**src/rtl/adc_seq_pkg.sv**
```systemverilog
package adc_seq_pkg;

  typedef enum logic {
    SEQ_IDLE = 1'b0,
    SEQ_BUSY = 1'b1
  } seq_state_e;

  // A channel code addresses a result register only when it is in range.
  function automatic logic chan_ok(input int unsigned code, input int unsigned n_ch);
    return code < n_ch;
  endfunction

  // Counter preload: the core expires after the preload has counted down to zero.
  function automatic int unsigned cnt_preload(input int unsigned cycles);
    return (cycles > 0) ? cycles - 1 : 0;
  endfunction

endpackage

```
**src/rtl/adc_trig_merge.sv**
```systemverilog
module adc_trig_merge #(
  parameter int unsigned N_TRIG = 8
) (
  input  logic [N_TRIG-1:0] trig,
  output logic              evt_any
);
  logic [N_TRIG:0] chain;

  assign chain[0] = 1'b0;
  for (genvar g = 0; g < N_TRIG; g++) begin : g_or
    assign chain[g+1] = chain[g] | trig[g];
  end

  assign evt_any = chain[N_TRIG];
endmodule

```
**src/rtl/adc_conv_timer.sv**
```systemverilog
module adc_conv_timer
  import adc_seq_pkg::*;
#(
  parameter int unsigned CONV_CYCLES = 12
) (
  input  logic clk,
  input  logic rst_n,
  input  logic load,
  input  logic run,
  output logic expire
);
  localparam int unsigned CNT_W = (CONV_CYCLES > 1) ? $clog2(CONV_CYCLES) : 1;
  localparam logic [CNT_W-1:0] RELOAD = CNT_W'(cnt_preload(CONV_CYCLES));

  logic [CNT_W-1:0] cnt_q;

  always_ff @(posedge clk or negedge rst_n) begin
    if (!rst_n)                      cnt_q <= '0;
    else if (load)                   cnt_q <= RELOAD;
    else if (run && cnt_q != '0)     cnt_q <= cnt_q - CNT_W'(1);
  end

  assign expire = run && (cnt_q == '0);

  // any reload starts the count from the top
  p_reload_top_r6: assert property (@(posedge clk) disable iff (!rst_n)
    load |=> cnt_q == RELOAD);

  // the counter never leaves its window
  p_cnt_bound_r4: assert property (@(posedge clk) disable iff (!rst_n)
    cnt_q <= RELOAD);
endmodule

```
**src/rtl/adc_result_bank.sv**
```systemverilog
module adc_result_bank #(
  parameter int unsigned N_CH   = 10,
  parameter int unsigned DATA_W = 10,
  parameter int unsigned CH_W   = 4
) (
  input  logic                   clk,
  input  logic                   rst_n,
  input  logic                   wr_en,
  input  logic [CH_W-1:0]        wr_idx,
  input  logic [DATA_W-1:0]      wr_data,
  output logic [N_CH*DATA_W-1:0] results
);
  logic [N_CH-1:0] we_vec;

  for (genvar g = 0; g < N_CH; g++) begin : g_reg
    logic [DATA_W-1:0] val_q;
    assign we_vec[g] = wr_en && (wr_idx == CH_W'(g));
    always_ff @(posedge clk or negedge rst_n) begin
      if (!rst_n)         val_q <= '0;
      else if (we_vec[g]) val_q <= wr_data;
    end
    assign results[g*DATA_W +: DATA_W] = val_q;
  end

  // at most one register is written per cycle
  p_single_write_r5: assert property (@(posedge clk) disable iff (!rst_n)
    $onehot0(we_vec));

  // untouched registers hold their value
  p_hold_r5: assert property (@(posedge clk) disable iff (!rst_n)
    !wr_en |=> $stable(results));
endmodule

```
**src/rtl/adc_trig_seq.sv**
```systemverilog
module adc_trig_seq
  import adc_seq_pkg::*;
#(
  parameter int unsigned N_CH        = 10,
  parameter int unsigned N_TRIG      = 8,
  parameter int unsigned DATA_W      = 10,
  parameter int unsigned CONV_CYCLES = 12,
  parameter int unsigned CH_W        = (N_CH > 1) ? $clog2(N_CH) : 1
) (
  input  logic                   clk,
  input  logic                   rst_n,
  input  logic                   arm,
  input  logic [CH_W-1:0]        chan_sel,
  input  logic                   reg_wr,
  input  logic [N_TRIG-1:0]      trig_evt,
  input  logic [DATA_W-1:0]      conv_data,
  output logic                   conv_start,
  output logic                   busy,
  output logic                   eoc_irq,
  output logic [N_CH*DATA_W-1:0] results
);
  seq_state_e        state_q, state_d;
  logic              evt_any_w;
  logic              load_w;
  logic              run_w;
  logic              done_w;
  logic              store_w;
  logic [CH_W-1:0]   chan_q;
  logic              start_q;
  logic              irq_q;

  adc_trig_merge #(.N_TRIG(N_TRIG)) i_merge (
    .trig    (trig_evt),
    .evt_any (evt_any_w)
  );

  // Start from idle on an event; restart while busy on event or register write.
  assign load_w = arm && (evt_any_w || (state_q == SEQ_BUSY && reg_wr));
  assign run_w  = arm && (state_q == SEQ_BUSY) && !load_w;

  adc_conv_timer #(.CONV_CYCLES(CONV_CYCLES)) i_timer (
    .clk    (clk),
    .rst_n  (rst_n),
    .load   (load_w),
    .run    (run_w),
    .expire (done_w)
  );

  always_comb begin
    state_d = state_q;
    if (!arm)        state_d = SEQ_IDLE;
    else if (load_w) state_d = SEQ_BUSY;
    else if (done_w) state_d = SEQ_IDLE;
  end

  always_ff @(posedge clk or negedge rst_n) begin
    if (!rst_n) begin
      state_q <= SEQ_IDLE;
      chan_q  <= '0;
      start_q <= 1'b0;
      irq_q   <= 1'b0;
    end else begin
      state_q <= state_d;
      start_q <= load_w;
      irq_q   <= done_w;
      if (load_w) chan_q <= chan_sel;
    end
  end

  assign store_w = done_w && chan_ok(int'(chan_q), N_CH);

  adc_result_bank #(.N_CH(N_CH), .DATA_W(DATA_W), .CH_W(CH_W)) i_bank (
    .clk     (clk),
    .rst_n   (rst_n),
    .wr_en   (store_w),
    .wr_idx  (chan_q),
    .wr_data (conv_data),
    .results (results)
  );

  assign conv_start = start_q;
  assign busy       = (state_q == SEQ_BUSY);
  assign eoc_irq    = irq_q;

  // the interrupt lasts one cycle
  p_irq_pulse_r4: assert property (@(posedge clk) disable iff (!rst_n)
    eoc_irq |=> !eoc_irq);

  // the interrupt coincides with the fall of busy
  p_irq_idle_r4: assert property (@(posedge clk) disable iff (!rst_n)
    eoc_irq |-> !busy);

  // a start pulse is always accompanied by busy
  p_start_busy_r3: assert property (@(posedge clk) disable iff (!rst_n)
    conv_start |-> busy);

  // disarmed means idle and silent next cycle
  p_disarm_idle_r9: assert property (@(posedge clk) disable iff (!rst_n)
    !arm |=> (!busy && !eoc_irq && !conv_start));

  // an event while busy restarts
  p_evt_restart_r6: assert property (@(posedge clk) disable iff (!rst_n)
    (busy && arm && evt_any_w) |=> (conv_start && busy));

  // a register write while idle starts nothing
  p_idle_wr_r7: assert property (@(posedge clk) disable iff (!rst_n)
    (!busy && !evt_any_w) |=> !conv_start);

  // a restart suppresses completion in the same cycle
  p_restart_wins_r12: assert property (@(posedge clk) disable iff (!rst_n)
    load_w |=> !eoc_irq);
endmodule

```
**config.mk**
```make
export PLATFORM = sky130hd
export DESIGN_NAME = adc_trig_seq
export DESIGN_NICKNAME = d
export VERILOG_FILES = /design/src/rtl/adc_seq_pkg.sv /design/src/rtl/adc_trig_merge.sv /design/src/rtl/adc_conv_timer.sv /design/src/rtl/adc_result_bank.sv /design/src/rtl/adc_trig_seq.sv
export SDC_FILE = /design/constraint.sdc
export NUM_CORES = 1
export LEC_CHECK = 0
export ABC_AREA = 1
export BUFFER_PORTS_ARGS = -buffer_cell sky130_fd_sc_hd__buf_2
export CORE_MARGIN = 2
export CORE_UTILIZATION = 55
export CTS_CLUSTER_DIAMETER = 60
export CTS_CLUSTER_SIZE = 20
export DETAILED_ROUTE_END_ITERATION = 16
export PLACE_DENSITY = 0.86
export SYNTH_ARGS = -nofsm -noshare
export SYNTH_HDL_FRONTEND = slang
export SYNTH_SLANG_ARGS = --single-unit
```
**constraint.sdc**
```tcl
create_clock -name clk -period 3.73 [get_ports clk]
set_input_delay 0.1865 -clock clk [delete_from_list [all_inputs] [get_ports clk]]
set_output_delay 0.1865 -clock clk [all_outputs]
set_load 0.02 [all_outputs]
```
# ---- Word-level counts from Yosys, hierarchy flattened
# Index checks and enable logic that the tools add are counted.
dict set report op_classes {
  addsub 1
  order_cmp 1
  eq_ne 10
  n_mux 5
  n_bitwise 7
  reduce_logical 23
}
# op n
set op_table {}
lappend op_table {{1-bit logical AND} 17}
lappend op_table {{4-bit by 3-bit == test with 1-bit output (second input constant)} 4}
lappend op_table {{4-bit by 2-bit == test with 1-bit output (second input constant)} 2}
lappend op_table {{4-bit == test (second input constant)} 2}
lappend op_table {{4-bit logical NOT} 2}
lappend op_table {{4-bit 2-to-1 mux} 2}
lappend op_table {{1-bit OR} 7}
lappend op_table {{4-bit by 1-bit == test with 1-bit output (second input constant)} 1}
lappend op_table {{4-bit < comparator (second input constant)} 1}
lappend op_table {{4-bit nonzero test} 1}
lappend op_table {{4-bit by 1-bit subtractor with 4-bit output (second input constant)} 1}
lappend op_table {{1-bit 2-to-1 mux} 3}
lappend op_table {{3-bit by 1-bit != test with 1-bit output (second input constant)} 1}
lappend op_table {{2-bit nonzero test} 1}
lappend op_table {{1-bit logical NOT} 1}
lappend op_table {{1-bit logical OR} 1}
dict set report totals {
  regBits 111
  output_inout_bits 103
  wordCells 62
}

# ---- Depth between registers and ports, before layout
# Gate-level depths: netlist (run 1).
dict set report logic_depth {
  ltp_word 15
  depth_mapped 10
}

# ---- Hierarchy
# From an unflattened synthesis (run 1), not the netlist that was laid out.
dict set report unflattened {
  hier_cells 566
  hier_area_um2 4936.0
}
# mod n_inst cells_per_inst area_per_inst_um2 seq_area_each_um2
set modules_own_cells {}
lappend modules_own_cells {adc_result_bank 1 489 4339.2 2502.4}
lappend modules_own_cells {adc_trig_seq 1 29 287.8 175.2}
lappend modules_own_cells {adc_conv_timer 1 33 252.7 100.1}
lappend modules_own_cells {adc_trig_merge 1 15 56.3 0.0}

# ---- Worst setup path before layout (run 1)
# OpenSTA, ideal clock, no wires.
dict set report synth_path {
  path_kind {reg-to-reg}
  from {register i_timer.cnt_q[0]}
  to {register i_bank.g_reg[8].val_q[7]}
  setup_ns 0.123
  arrival_ns 1.441
  t_required_ns 3.607
  setup_slack_ns 2.166
  stages_incl_launch_ff 11
  cell_sequence {dfrtp_1 -> inv_1 -> ha_1 -> nand2_1 -> nor2_2 -> nand4_4 -> nor2_4 -> nand2_2 -> buf_6 -> nand2_1 -> o21ai_2}
}
dict set report synth_between {
  elab_chain_len 4
}
# element line
set synth_lines {}
lappend synth_lines {{start, declared} adc_conv_timer.sv:15} ;# logic [CNT_W-1:0] cnt_q;
lappend synth_lines {{start signal, assigned} adc_conv_timer.sv:20} ;# else if (run && cnt_q != '0) cnt_q <= cnt_q - CNT_W'(1);
lappend synth_lines {{4-bit logical NOT} adc_conv_timer.sv:23} ;# assign expire = run && (cnt_q == '0);
lappend synth_lines {{1-bit logical AND} adc_conv_timer.sv:23}
lappend synth_lines {{1-bit logical AND} adc_trig_seq.sv:70} ;# assign store_w = done_w && chan_ok(int'(chan_q), N_CH);
lappend synth_lines {{1-bit logical AND} adc_result_bank.sv:17} ;# assign we_vec[g] = wr_en && (wr_idx == CH_W'(g));
lappend synth_lines {{end signal, assigned} adc_result_bank.sv:20} ;# else if (we_vec[g]) val_q <= wr_data;
lappend synth_lines {{end, declared} adc_result_bank.sv:16} ;# logic [DATA_W-1:0] val_q;
# Every way passes these cells.
# A chain may end at the register's enable or synchronous reset.

# ---- Worst setup path after layout (run 1)
dict set report layout_path {
  from {register i_timer.cnt_q[0]}
  to {register i_bank.g_reg[8].val_q[8]}
}
# The elaborated chain is that of the path after synthesis.

==> metrics.cfg, run 1 <==
[status]
outcome = finished clean

[floorplanning]
rows = 32
start_util_pct = 56.7
ios = 129
dieArea_sq_um = 8700
die_w_um = 93.3
core_area_sq_um = 7730
fp.dieH_um = 93.3

[setup_path]
cp_max_fo = 23
r2r_end = i_bank.g_reg[8].val_q[8]$_DFFE_PN0P_
slowest_delay_ps = 430
arrival_ps = 2500
crit_chain = inv_1, ha_1, nand2_1, nor2_2, nand4_4, nor2_4, nand2_2, nand2_1, o21ai_2
crit_slowest_cell = nor2_4
r2r_slack_ps = 1490
startpoint = i_timer.cnt_q[0]$_DFFE_PN0P_
critPathRequiredTime_ps = 3990
reg2regPathDepth = 9
path_class = reg -> reg
crit_path_start_kind = flip-flop
crit_top_cell = nand2_1
endpoint_kind = flip-flop
crit_end = i_bank.g_reg[8].val_q[8]$_DFFE_PN0P_
r2r_start = i_timer.cnt_q[0]$_DFFE_PN0P_

[routing]
vias = 3519
drt-initial-drc-count = 183
first_pass_iters = 5
drc_errors = 0
wirelength_um = 10400
drt-wirelength-per-cell_um = 15.6
viasPerCell = 5.26
ant_nets = 0

[global_routing]
antenna_found_initial = 0
grt_start_max_net_pins = 79
grt_usage_pct = 24.7
grt_pass1_vias = 3181
grt_pass1_wl_um = 16300
gr-total-overflow = 0

[synth]
ys_seq_area_share_pct = 63.4
avgSynthCellArea_sq_um = 9.89
yosys.area.top_type = dfrtp_1
ys_types = 26
yosysTopAreaCellShare_pct = 63.4
yosysWarnings = 0
synth_area_sq_um = 4380
synth_cells = 443
ys_seq_elements = 111
ys_top_cells_by_area = dfrtp_1 (63%), nand2_1 (13%), o21ai_1 (5.8%)
synth_nets = 471

[timing]
fin_crit_ps = 2240
tightest_slew_ps = 958
fmax_mhz = 446
hold_viol_final = 0
finalSetupViolations = 0
fin_skew_ps = 10.9
relSlewSlack_pct = 36.1
tns_ps = 0
rsz0062_at_grt = false
fin_crit_sh_pct = 60.1
finalMaxSlewViolations = 0

[clock_network]
clkTransAtPathRegs_ps = 110
cts-root-buf = clkbuf_8
clockBufferDepth = 2
cts.sinks = 111
htree_levels = 3
cts_made_buffers = 9
clock_latency_ps = 370
cts_tree = built
postCtsSetupBuffers = 0

[finish]
final_core_util_pct = 67.9
area_growth_syn_to_layout_pct = 19.6
mostFrequentLayoutCell = nand2_1
fin_nets = 590
final_cell_mix = nand2_1 (147), buf_2 (127), dfrtp_1 (111)
antennaDiodeCount = 0
drive_gt1_share_pct = 29.5

[power]
powerDensity_nw_per_um2 = 394
cellLeakagePower_nw = 2.96
ir_drop_mv = 0.186

[flow_run]
timing.max_cap.violations = 0

[placement]
port_buffers = 128
gp_congestion = 0.812
dp_hpwl_um = 7120

[hold_path]
hold_path.class = in -> reg

## final cells by class
type / instances / area [sq um]
Clock inverter: 6 / 67.6
Multi-Input combinational cell: 281 / 1360
Tap cell: 102 / 128
Sequential cell: 111 / 2780
Inverter: 28 / 105
Timing Repair Buffer: 131 / 668
Fill cell: 647 / 2480
Clock buffer: 10 / 138
## critical path: cells and delay by family, from the launching register on
kind,cells,cell delay [ps]
and+or+nand+nor,6,1390
DFF,1,400
adders and majority gates,1,160
buffers and inverters,1,120
AOI/OAI and AO/OA,1,70
## stage by stage
stage	hold WS, ps	cells	power (mW)	worst slack (ps)	cell area (sq um)
after floorplan	-109	443	1.29	2170	4380
after global placement	372	652	1.34	1640	5030
after detailed placement	390	652	1.35	1510	5030
after CTS	32.3	669	2.07	1500	5240
after global routing	61.6	669	2.14	1280	5240
final	38.4	669	2.07	1490	5240
## worst min-delay path by stage
stage / start / depth (start not counted) / slack [ps] / endpoint
floorplan: rst_n / 0 / -110 / busy$_DFFE_PN0P_
global placement: rst_n / 1 / 370 / i_bank.g_reg[4].val_q[2]$_DFFE_PN0P_
detailed placement: rst_n / 1 / 390 / i_bank.g_reg[4].val_q[3]$_DFFE_PN0P_
CTS: chan_sel[3] / 3 / 30 / chan_q[3]$_DFFE_PN0P_
global route: chan_sel[2] / 3 / 60 / chan_q[2]$_DFFE_PN0P_
finish: chan_sel[2] / 3 / 40 / chan_q[2]$_DFFE_PN0P_
## repair_timing
| item | in CTS | in global routing |
|---|---|---|
| hold endpoints to repair | 36 | 0 |
| gates resized for setup | 0 | 0 |
| hold buffers | 1 | 0 |
## metal layers
layer,track usage (%),vias up,routed length (um)
li1,-,1682,-
met4,6.74,0,129
met1,36.8,1679,4650
met5,0,-,0
met3,4.83,10,694
met2,37.6,148,4930
## cell usage after synthesis
cell type  number
o21ai_1        51
ha_1            2
nor2_1          7
nor2_4          4
nand2_1       147
buf_2          13
o21ai_0        26
a21oi_1         1
nor4_1          1
inv_1          27
nand3_1         2
buf_4           2
dfrtp_1       111
nand4_4         1
xor2_1          1
o22ai_1         1
o2111ai_1       1
clkbuf_1        4
xnor2_1         1
nand4_1        20
nand3_2         2
inv_2           1
buf_6           4
nand2_2         1
nor2_2          2
o21ai_2        10
## registers in the layout, indices dropped and copies added (netlist names)
name,flops
i_timer.cnt_q,4
conv_start,1
busy,1
chan_q,4
i_bank.g.val_q,100
eoc_irq,1
## cells by family after synthesis
logic type / synth area share, %
AO/OA/AOI/OAI: 11.2
flip-flops: 63.4
XOR/XNOR: 0.400
buffers and inverters: 5.59
AND/OR/NAND/NOR: 18.8
adder cells (fa/ha/maj): 0.571
## where the power goes
group | internal [mW] | switching (mW)
Clock | 0.331 | 0.410
Sequential | 1.21 | 0.00649
Combinational | 0.0230 | 0.0866
Total | 1.56 | 0.503
(Power assumes the default switching activity.)
==> inputs of run 2 (changes only) <==
--- a/config.mk
+++ b/config.mk
@@ -8,11 +8,11 @@
 export ABC_AREA = 1
 export BUFFER_PORTS_ARGS = -buffer_cell sky130_fd_sc_hd__buf_2
 export CORE_MARGIN = 2
-export CORE_UTILIZATION = 55
+export CORE_UTILIZATION = 46
 export CTS_CLUSTER_DIAMETER = 60
 export CTS_CLUSTER_SIZE = 20
 export DETAILED_ROUTE_END_ITERATION = 16
-export PLACE_DENSITY = 0.86
+export PLACE_DENSITY = 0.77
 export SYNTH_ARGS = -nofsm -noshare
 export SYNTH_HDL_FRONTEND = slang
 export SYNTH_SLANG_ARGS = --single-unit
==> constraint.sdc (replaced) <==
create_clock -name clk -period 1.9 [get_ports clk]
set_input_delay 0.095 -clock clk [delete_from_list [all_inputs] [get_ports clk]]
set_output_delay 0.095 -clock clk [all_outputs]
set_load 0.02 [all_outputs]
==> metrics.cfg, run 2 (synthesis results as in run 1) <==
[status]
outcome = finished clean  ; unchanged

[clock_network]
clock_latency_ps = 370  ; about the same
cts.sinks = 111  ; unchanged
clockBufferDepth = 2  ; unchanged
cts_made_buffers = 9  ; unchanged
cts-root-buf = clkbuf_8  ; unchanged
cts_tree = built  ; unchanged
htree_levels = 3  ; unchanged
clkTransAtPathRegs_ps = 90  ; was 110 ps

[timing]
finalSetupViolations = 0  ; unchanged
tightest_slew_ps = 902  ; was 958 ps
hold_viol_final = 0  ; unchanged
fmax_mhz = 556  ; was 446 MHz
fin_skew_ps = 17.2  ; was 10.9 ps
fin_crit_ps = 1800  ; was 2240 ps
relSlewSlack_pct = 39.3  ; was 36.1%
finalMaxSlewViolations = 0  ; unchanged
fin_crit_sh_pct = 94.7  ; was 60.1%

[finish]
top_register = i_bank.g.val_q  ; unchanged
fin_nets = 619  ; was 590
mostFrequentLayoutCell = nand2_1  ; unchanged
largest_register_ffs = 100  ; unchanged
instances_no_fill = 724  ; was 669
antennaDiodeCount = 0  ; unchanged
final_core_util_pct = 60.6  ; was 67.9%
drive_gt1_share_pct = 31.1  ; was 29.5%
area_growth_syn_to_layout_pct = 27.8  ; was 19.6%
largestRegisters = i_bank.g.val_q (100), chan_q (4), i_timer.cnt_q (4)  ; unchanged
final_cell_mix = nand2_1 (143), buf_2 (127), dfrtp_1 (111)  ; was nand2_1 (147), buf_2 (127), dfrtp_1 (111)

[hold_path]
whs_path_depth = 4  ; was 3
hold_path.class = in -> reg  ; unchanged
hold_path_end = i_timer.cnt_q[3]$_DFFE_PN0P_  ; was chan_q[2]$_DFFE_PN0P_
holdCritStartpoint = arm  ; was chan_sel[2]

[routing]
drt-initial-drc-count = 151  ; was 183
highest_layer = met4  ; unchanged
wl_met3_um = 714  ; was 694 um
m1WireLength_um = 4880  ; was 4650 um
first_pass_iters = 4  ; was 5
viasPerCell = 4.98  ; was 5.26
drc_errors = 0  ; unchanged
ant_nets = 0  ; unchanged
vias = 3602  ; was 3,519
wirelength_um = 11300  ; was 10,400 um
drt-wirelength-per-cell_um = 15.5  ; was 15.6 um
wl_met2_um = 5410  ; was 4930 um

[floorplanning]
start_util_pct = 47.4  ; was 56.7%
core_area_sq_um = 9240  ; was 7730 sq um
ios = 129  ; unchanged
rows = 35  ; was 32
fp.dieH_um = 102  ; was 93.3 um
die_w_um = 102  ; was 93.3 um
dieArea_sq_um = 10300  ; was 8700 sq um

[placement]
dp_hpwl_um = 7430  ; was 7120 um
gp_congestion = 0.941  ; was 0.812
dp.cells = 689  ; was 652
port_buffers = 128  ; unchanged

[setup_path]
endpoint_kind = flip-flop  ; unchanged
crit_top_cell = nand2_1  ; unchanged
critPathRequiredTime_ps = 2140  ; was 3990 ps
r2r_slack_ps = 100  ; was 1490 ps
crit_family = simple AND/OR/NAND/NOR gates  ; unchanged
arrival_ps = 2040  ; was 2500 ps
r2r_end = i_bank.g_reg[8].val_q[7]$_DFFE_PN0P_  ; was i_bank.g_reg[8].val_q[8]$_DFFE_PN0P_
slowest_delay_ps = 400  ; was 430 ps
cp_num_buf_inv = 2  ; was 1
path_depth = 10  ; was 9
crit_path_start_kind = flip-flop  ; unchanged
cp_max_fo = 20  ; was 23
crit_chain = inv_1, ha_1, nand2_1, nor2_2, nand4_4, nor2_4, buf_4, nand2_8, nand2_1, o21ai_2  ; was inv_1, ha_1, nand2_1, nor2_2, nand4_4, nor2_4, nand2_2, nand2_1, o21ai_2
r2r_start = i_timer.cnt_q[0]$_DFFE_PN0P_  ; unchanged
crit_slowest_cell = dfrtp_1  ; was nor2_4
reg2regPathDepth = 10  ; was 9
startpoint = i_timer.cnt_q[0]$_DFFE_PN0P_  ; unchanged
path_class = reg -> reg  ; unchanged

[global_routing]
gr-total-overflow = 0  ; unchanged
antenna_found_initial = 0  ; unchanged
grt_usage_pct = 21.6  ; was 24.7%
grt_pass1_wl_um = 17100  ; was 16,300 um
grt_pass1_vias = 3217  ; was 3,181
grt_start_max_net_pins = 112  ; was 79

[power]
powerDensity_nw_per_um2 = 724  ; was 394 nW/um^2
ir_drop_mv = 0.416  ; was 0.186 mV
cellLeakagePower_nw = 3.11  ; was 2.96 nW

[flow_run]
timing.max_cap.violations = 0  ; unchanged

run 2: cell types whose count changed in the layout (fill, tap and decap cells not counted), sizes merged:
cell / before / now
dlygate4sd3: 1 / 15
inv: 29 / 30
clkinvlp: 2 / 0
clkinv: 2 / 3
buf: 130 / 145
clkbuf: 10 / 9
run 2: where the power goes:
part / switching (mW) / leakage (nW) / internal [mW] / total, mW
Combinational: 0.185 / 1.48 / 0.0716 / 0.257
Clock: 0.796 / 0.100 / 0.615 / 1.41
Sequential: 0.0109 / 1.53 / 2.38 / 2.39
Total: 0.993 / 3.11 / 3.06 / 4.06
run 2: per-stage QoR:
| step | setup slack [ps] | area (sq um) | hold slack [ps] | TNS (ps) | total power [mW] |
|---|---|---|---|---|---|
| floorplan | 336 | 4380 | -201 | 0 | 2.53 |
| global placement | 71.0 | 5160 | 206 | 0 | 2.66 |
| detailed placement | -43.7 | 5160 | 213 | -231 | 2.66 |
| CTS | 49.2 | 5510 | 106 | 0 | 4.08 |
| global route | -23.4 | 5600 | 182 | -96.1 | 4.19 |
| finish | 101 | 5600 | 120 | 0 | 4.06 |
run 2: timing repair:
action / CTS / global route
pin swaps: 0 / 3
hold buffers: 15 / 0
gates resized for setup: 1 / 9
endpoints found under the hold margin: 130 / 0
cloned: 0 / 0
setup buffers: 0 / 5
endpoints found under the setup margin: 10 / 40
run 2: worst max path at each step:
stage | to | slack [ps]
floorplan | i_bank.g_reg[8].val_q[7]$_DFFE_PN0P_ | 340
global placement | i_bank.g_reg[8].val_q[8]$_DFFE_PN0P_ | 70
detailed placement | i_bank.g_reg[8].val_q[2]$_DFFE_PN0P_ | -40
CTS | i_bank.g_reg[8].val_q[6]$_DFFE_PN0P_ | 50
global route | i_bank.g_reg[8].val_q[1]$_DFFE_PN0P_ | -20
finish | i_bank.g_reg[8].val_q[7]$_DFFE_PN0P_ | 100
run 2: worst register-to-register path, cell delays in order (launching register included):
cell and delay (ps):
dfrtp_1 400, inv_1 110, ha_1 150, nand2_1 70
nor2_2 130, nand4_4 160, nor2_4 190, buf_4 160
nand2_8 110, nand2_1 140, o21ai_2 60
run 2: final cells by class:
type | count | area (sq um)
Clock inverter | 6 | 70.1
Sequential cell | 111 | 2780
Clock buffer | 9 | 124
Timing Repair Buffer | 160 | 966
Tap cell | 129 | 161
Inverter | 28 | 105
Multi-Input combinational cell | 281 | 1400
Fill cell | 804 | 3640
run 2: per-layer routing:
layer / track usage [%] / vias to the layer above
met3: 3.80 / 19
met5: 0 / -
met4: 9.25 / 0
met1: 31.1 / 1698
li1: - / 1737
met2: 32.5 / 148
==> inputs of run 3 (changes only) <==
--- a/config.mk
+++ b/config.mk
@@ -5,7 +5,7 @@
 export SDC_FILE = /design/constraint.sdc
 export NUM_CORES = 1
 export LEC_CHECK = 0
-export ABC_AREA = 1
+export ABC_AREA = 0
 export BUFFER_PORTS_ARGS = -buffer_cell sky130_fd_sc_hd__buf_2
 export CORE_MARGIN = 2
 export CORE_UTILIZATION = 46
==> metrics.cfg, run 3 <==
[status]
outcome = finished with violations  ; was finished clean
violations = setup timing

[setup_path]
arrival_ps = 2320  ; was 2040 ps
reg2regPathDepth = 7  ; was 10
path_depth = 7  ; was 10
crit_path_start_kind = flip-flop  ; unchanged
critPathRequiredTime_ps = 2150  ; was 2140 ps
slowest_delay_ps = 480  ; was 400 ps
cp_num_buf_inv = 2  ; unchanged
path_class = reg -> reg  ; unchanged
crit_slowest_cell = or4_4  ; was dfrtp_1
crit_family = simple AND/OR/NAND/NOR gates  ; unchanged
endpoint_kind = flip-flop  ; unchanged
cp_max_fo = 5  ; was 20
crit_chain = inv_2, ha_4, nor4b_4, nand4_1, or4_4, buf_6, mux2_4  ; was inv_1, ha_1, nand2_1, nor2_2, nand4_4, nor2_4, buf_4, nand2_8, nand2_1, o21ai_2

[synth]
yosysTopAreaCellShare_pct = 62.1  ; was 63.4%
synth-main-ff-cell = dfrtp_1  ; unchanged
synth_nets = 306  ; was 471
ys_top_cells_by_area = dfrtp_1 (62%), mux2_2 (19%), mux2_4 (6.7%)  ; was dfrtp_1 (63%), nand2_1 (13%), o21ai_1 (5.8%)
synth-edff-count = 0  ; unchanged
avgSynthCellArea_sq_um = 16.1  ; was 9.89 sq um
ys_seq_elements = 111  ; unchanged
synth_area_sq_um = 4470  ; was 4380 sq um
synth_cells = 278  ; was 443
yosys.area.top_type = dfrtp_1  ; unchanged
ys_seq_area_share_pct = 62.1  ; was 63.4%
synth-async-reset-ratio_pct = 100  ; unchanged
yosysWarnings = 0  ; unchanged
synth_common_cells = dfrtp_1 (111), mux2_2 (74), mux2_4 (20)  ; was nand2_1 (147), dfrtp_1 (111), o21ai_1 (51)
ys_types = 35  ; was 26
synth.most_common_cell = dfrtp_1  ; was nand2_1

[finish]
instances_no_fill = 577  ; was 724
largest_register_ffs = 100  ; unchanged
largestRegisters = i_bank.g.val_q (100), chan_q (4), i_timer.cnt_q (4)  ; unchanged
mostFrequentLayoutCell = buf_2  ; was nand2_1
area_growth_syn_to_layout_pct = 37.0  ; was 27.8%
antennaDiodeCount = 0  ; unchanged
drive_gt1_share_pct = 67.9  ; was 31.1%
final_cell_mix = buf_2 (127), dfrtp_1 (110), mux2_4 (69)  ; was nand2_1 (143), buf_2 (127), dfrtp_1 (111)
fin_nets = 471  ; was 619
final_core_util_pct = 65.7  ; was 60.6%
top_register = i_bank.g.val_q  ; unchanged

[flow_run]
timing.max_cap.violations = 0  ; unchanged

[clock_network]
cts-root-buf = clkbuf_8  ; unchanged
cts_made_buffers = 9  ; unchanged
cts_tree = built  ; unchanged
clockBufferDepth = 2  ; unchanged
clkTransAtPathRegs_ps = 110  ; was 90 ps
cts.sinks = 111  ; unchanged
clock_latency_ps = 370  ; about the same
htree_levels = 3  ; unchanged

[global_routing]
grt_pass1_vias = 3049  ; was 3,217
grt_pass1_wl_um = 16300  ; was 17,100 um
grt_usage_pct = 20.8  ; was 21.6%
antenna_found_initial = 0  ; unchanged
gr-total-overflow = 0  ; unchanged
grt_start_max_net_pins = 45  ; was 112

[routing]
vias = 2941  ; was 3,602
drc_errors = 0  ; unchanged
wirelength_um = 11100  ; was 11,300 um
ant_nets = 0  ; unchanged
first_pass_iters = 4  ; unchanged
drt-initial-drc-count = 48  ; was 151
drt-wirelength-per-cell_um = 19.2  ; was 15.5 um
viasPerCell = 5.10  ; was 4.98

[floorplanning]
fp.dieH_um = 103  ; was 102 um
die_w_um = 103  ; was 102 um
dieArea_sq_um = 10500  ; was 10,300 sq um
core_area_sq_um = 9330  ; was 9240 sq um
rows = 35  ; unchanged
ios = 129  ; unchanged
start_util_pct = 48.0  ; was 47.4%

[timing]
relSlewSlack_pct = 76.3  ; was 39.3%
finalMaxSlewViolations = 0  ; unchanged
finalSetupViolations = 49  ; was 0
rsz0062_at_grt = true
hold_viol_final = 0  ; unchanged
tightest_slew_ps = 352  ; was 902 ps
fmax_mhz = 485  ; was 556 MHz
fin_ws_ps = -164  ; was 101 ps
fin_crit_sh_pct = 109  ; was 94.7%
fin_skew_ps = 7.50  ; was 17.2 ps
fin_crit_ps = 2060  ; was 1800 ps

[placement]
dp_hpwl_um = 7650  ; was 7430 um
gp_congestion = 0.846  ; was 0.941
dp.cells = 551  ; was 689
port_buffers = 128  ; unchanged

[power]
ir_drop_mv = 0.443  ; was 0.416 mV
powerDensity_nw_per_um2 = 646  ; was 724 nW/um^2
cellLeakagePower_nw = 3.38  ; was 3.11 nW
total_power_mw = 3.96  ; was 4.06 mW

[hold_path]
hold_path.class = in -> reg  ; unchanged
whs_path_depth = 3  ; was 4

-- run 3: cell count changes in the layout (fill, tap and decap cells not counted), sizes merged, moves of 10 or more --
| cell | before | now |
|---|---|---|
| o21ai | 87 | 0 |
| nand2 | 148 | 8 |
| dlygate4sd3 | 15 | 5 |
| inv | 30 | 7 |
| mux2 | 0 | 104 |
| buf | 145 | 161 |
| nand4 | 21 | 4 |
-- run 3: path summary, 6_finish.rpt --
path / from / slack (ps) / endpoint
setup / recovery: i_timer.cnt_q[0]$_DFFE_PN0P_ / -160 / i_bank.g_reg[8].val_q[9]$_DFFE_PN0P_
hold / removal: arm / 90 / conv_start$_DFF_PN0_
setup reg to reg: i_timer.cnt_q[0]$_DFFE_PN0P_ / -160 / i_bank.g_reg[8].val_q[9]$_DFFE_PN0P_
hold reg to reg: i_bank.g_reg[2].val_q[9]$_DFFE_PN0P_ / 510 / i_bank.g_reg[2].val_q[9]$_DFFE_PN0P_
max in group asynchronous: rst_n / 1090 / i_bank.g_reg[0].val_q[0]$_DFFE_PN0P_
min in group asynchronous: rst_n / 160 / chan_q[2]$_DFFE_PN0P_
-- run 3: logic make-up (layout without fill, tap and decap cells) --
logic type	count (synthesis)	count (layout)	synth area share, %
mux	104	104	27.9
compound gates	4	4	0.699
xor+xnor	1	1	0.196
fa+ha+maj	2	2	0.559
simple gates	39	39	6.82
buf+inv	17	187	1.79
flops	111	111	62.1
-- run 3: power by group --
group | switching (mW) | internal, mW
clock network | 0.843 | 0.545
registers | 0.0159 | 2.37
logic | 0.122 | 0.0639
total | 0.980 | 2.98
-- run 3: repair_timing --
action,4_1_cts,5_1_grt
pin swaps,3,4
gates resized for setup,33,41
buffers inserted,1,1
hold buffers,5,0
setup endpoints to repair,100,100
hold endpoints to repair,68,0
cloned,2,2
-- run 3: area by class of cell --
type / count / area (sq um)
well taps: 129 / 161
clock inverters: 6 / 55.1
inverters: 3 / 11.3
fillers: 707 / 3200
multi-input cells: 150 / 1870
flip-flops and latches: 111 / 2780
repair buffers: 168 / 1110
clock buffers: 10 / 138
-- run 3: metrics by stage --
step           setup TNS (ps)  setup slack, ps  instance area (sq um)  hold WS, ps
3_3_place_gp            -4480             -137                   5540         11.7
4_1_cts                 -3810             -126                   5930         71.1
3_5_place_dp           -10570             -236                   5540         19.0
2_1_floorplan           -7340             -224                   4490         -201
6_report                -4540             -164                   6130         86.3
5_1_grt                 -9710             -208                   6130         84.2
-- run 3: layer usage --
layer	share of wire, %	routed length, um	vias to the layer above	global-route usage, %
met5	0	0	-	0
met4	1.8	194	0	6.87
met3	5.3	586	16	5.22
met2	51	5660	91	35.8
met1	42	4640	1504	25.9
li1	-	-	1330	-
-- run 3: worst register-to-register path, delay by kind of cell, from the launching register on --
kind	cells	cell delay (ps)
multiplexers	1	300
AND/OR/NAND/NOR	3	870
buffers and inverters	2	240
flip-flops	1	400
adder cells (fa/ha/maj)	1	140
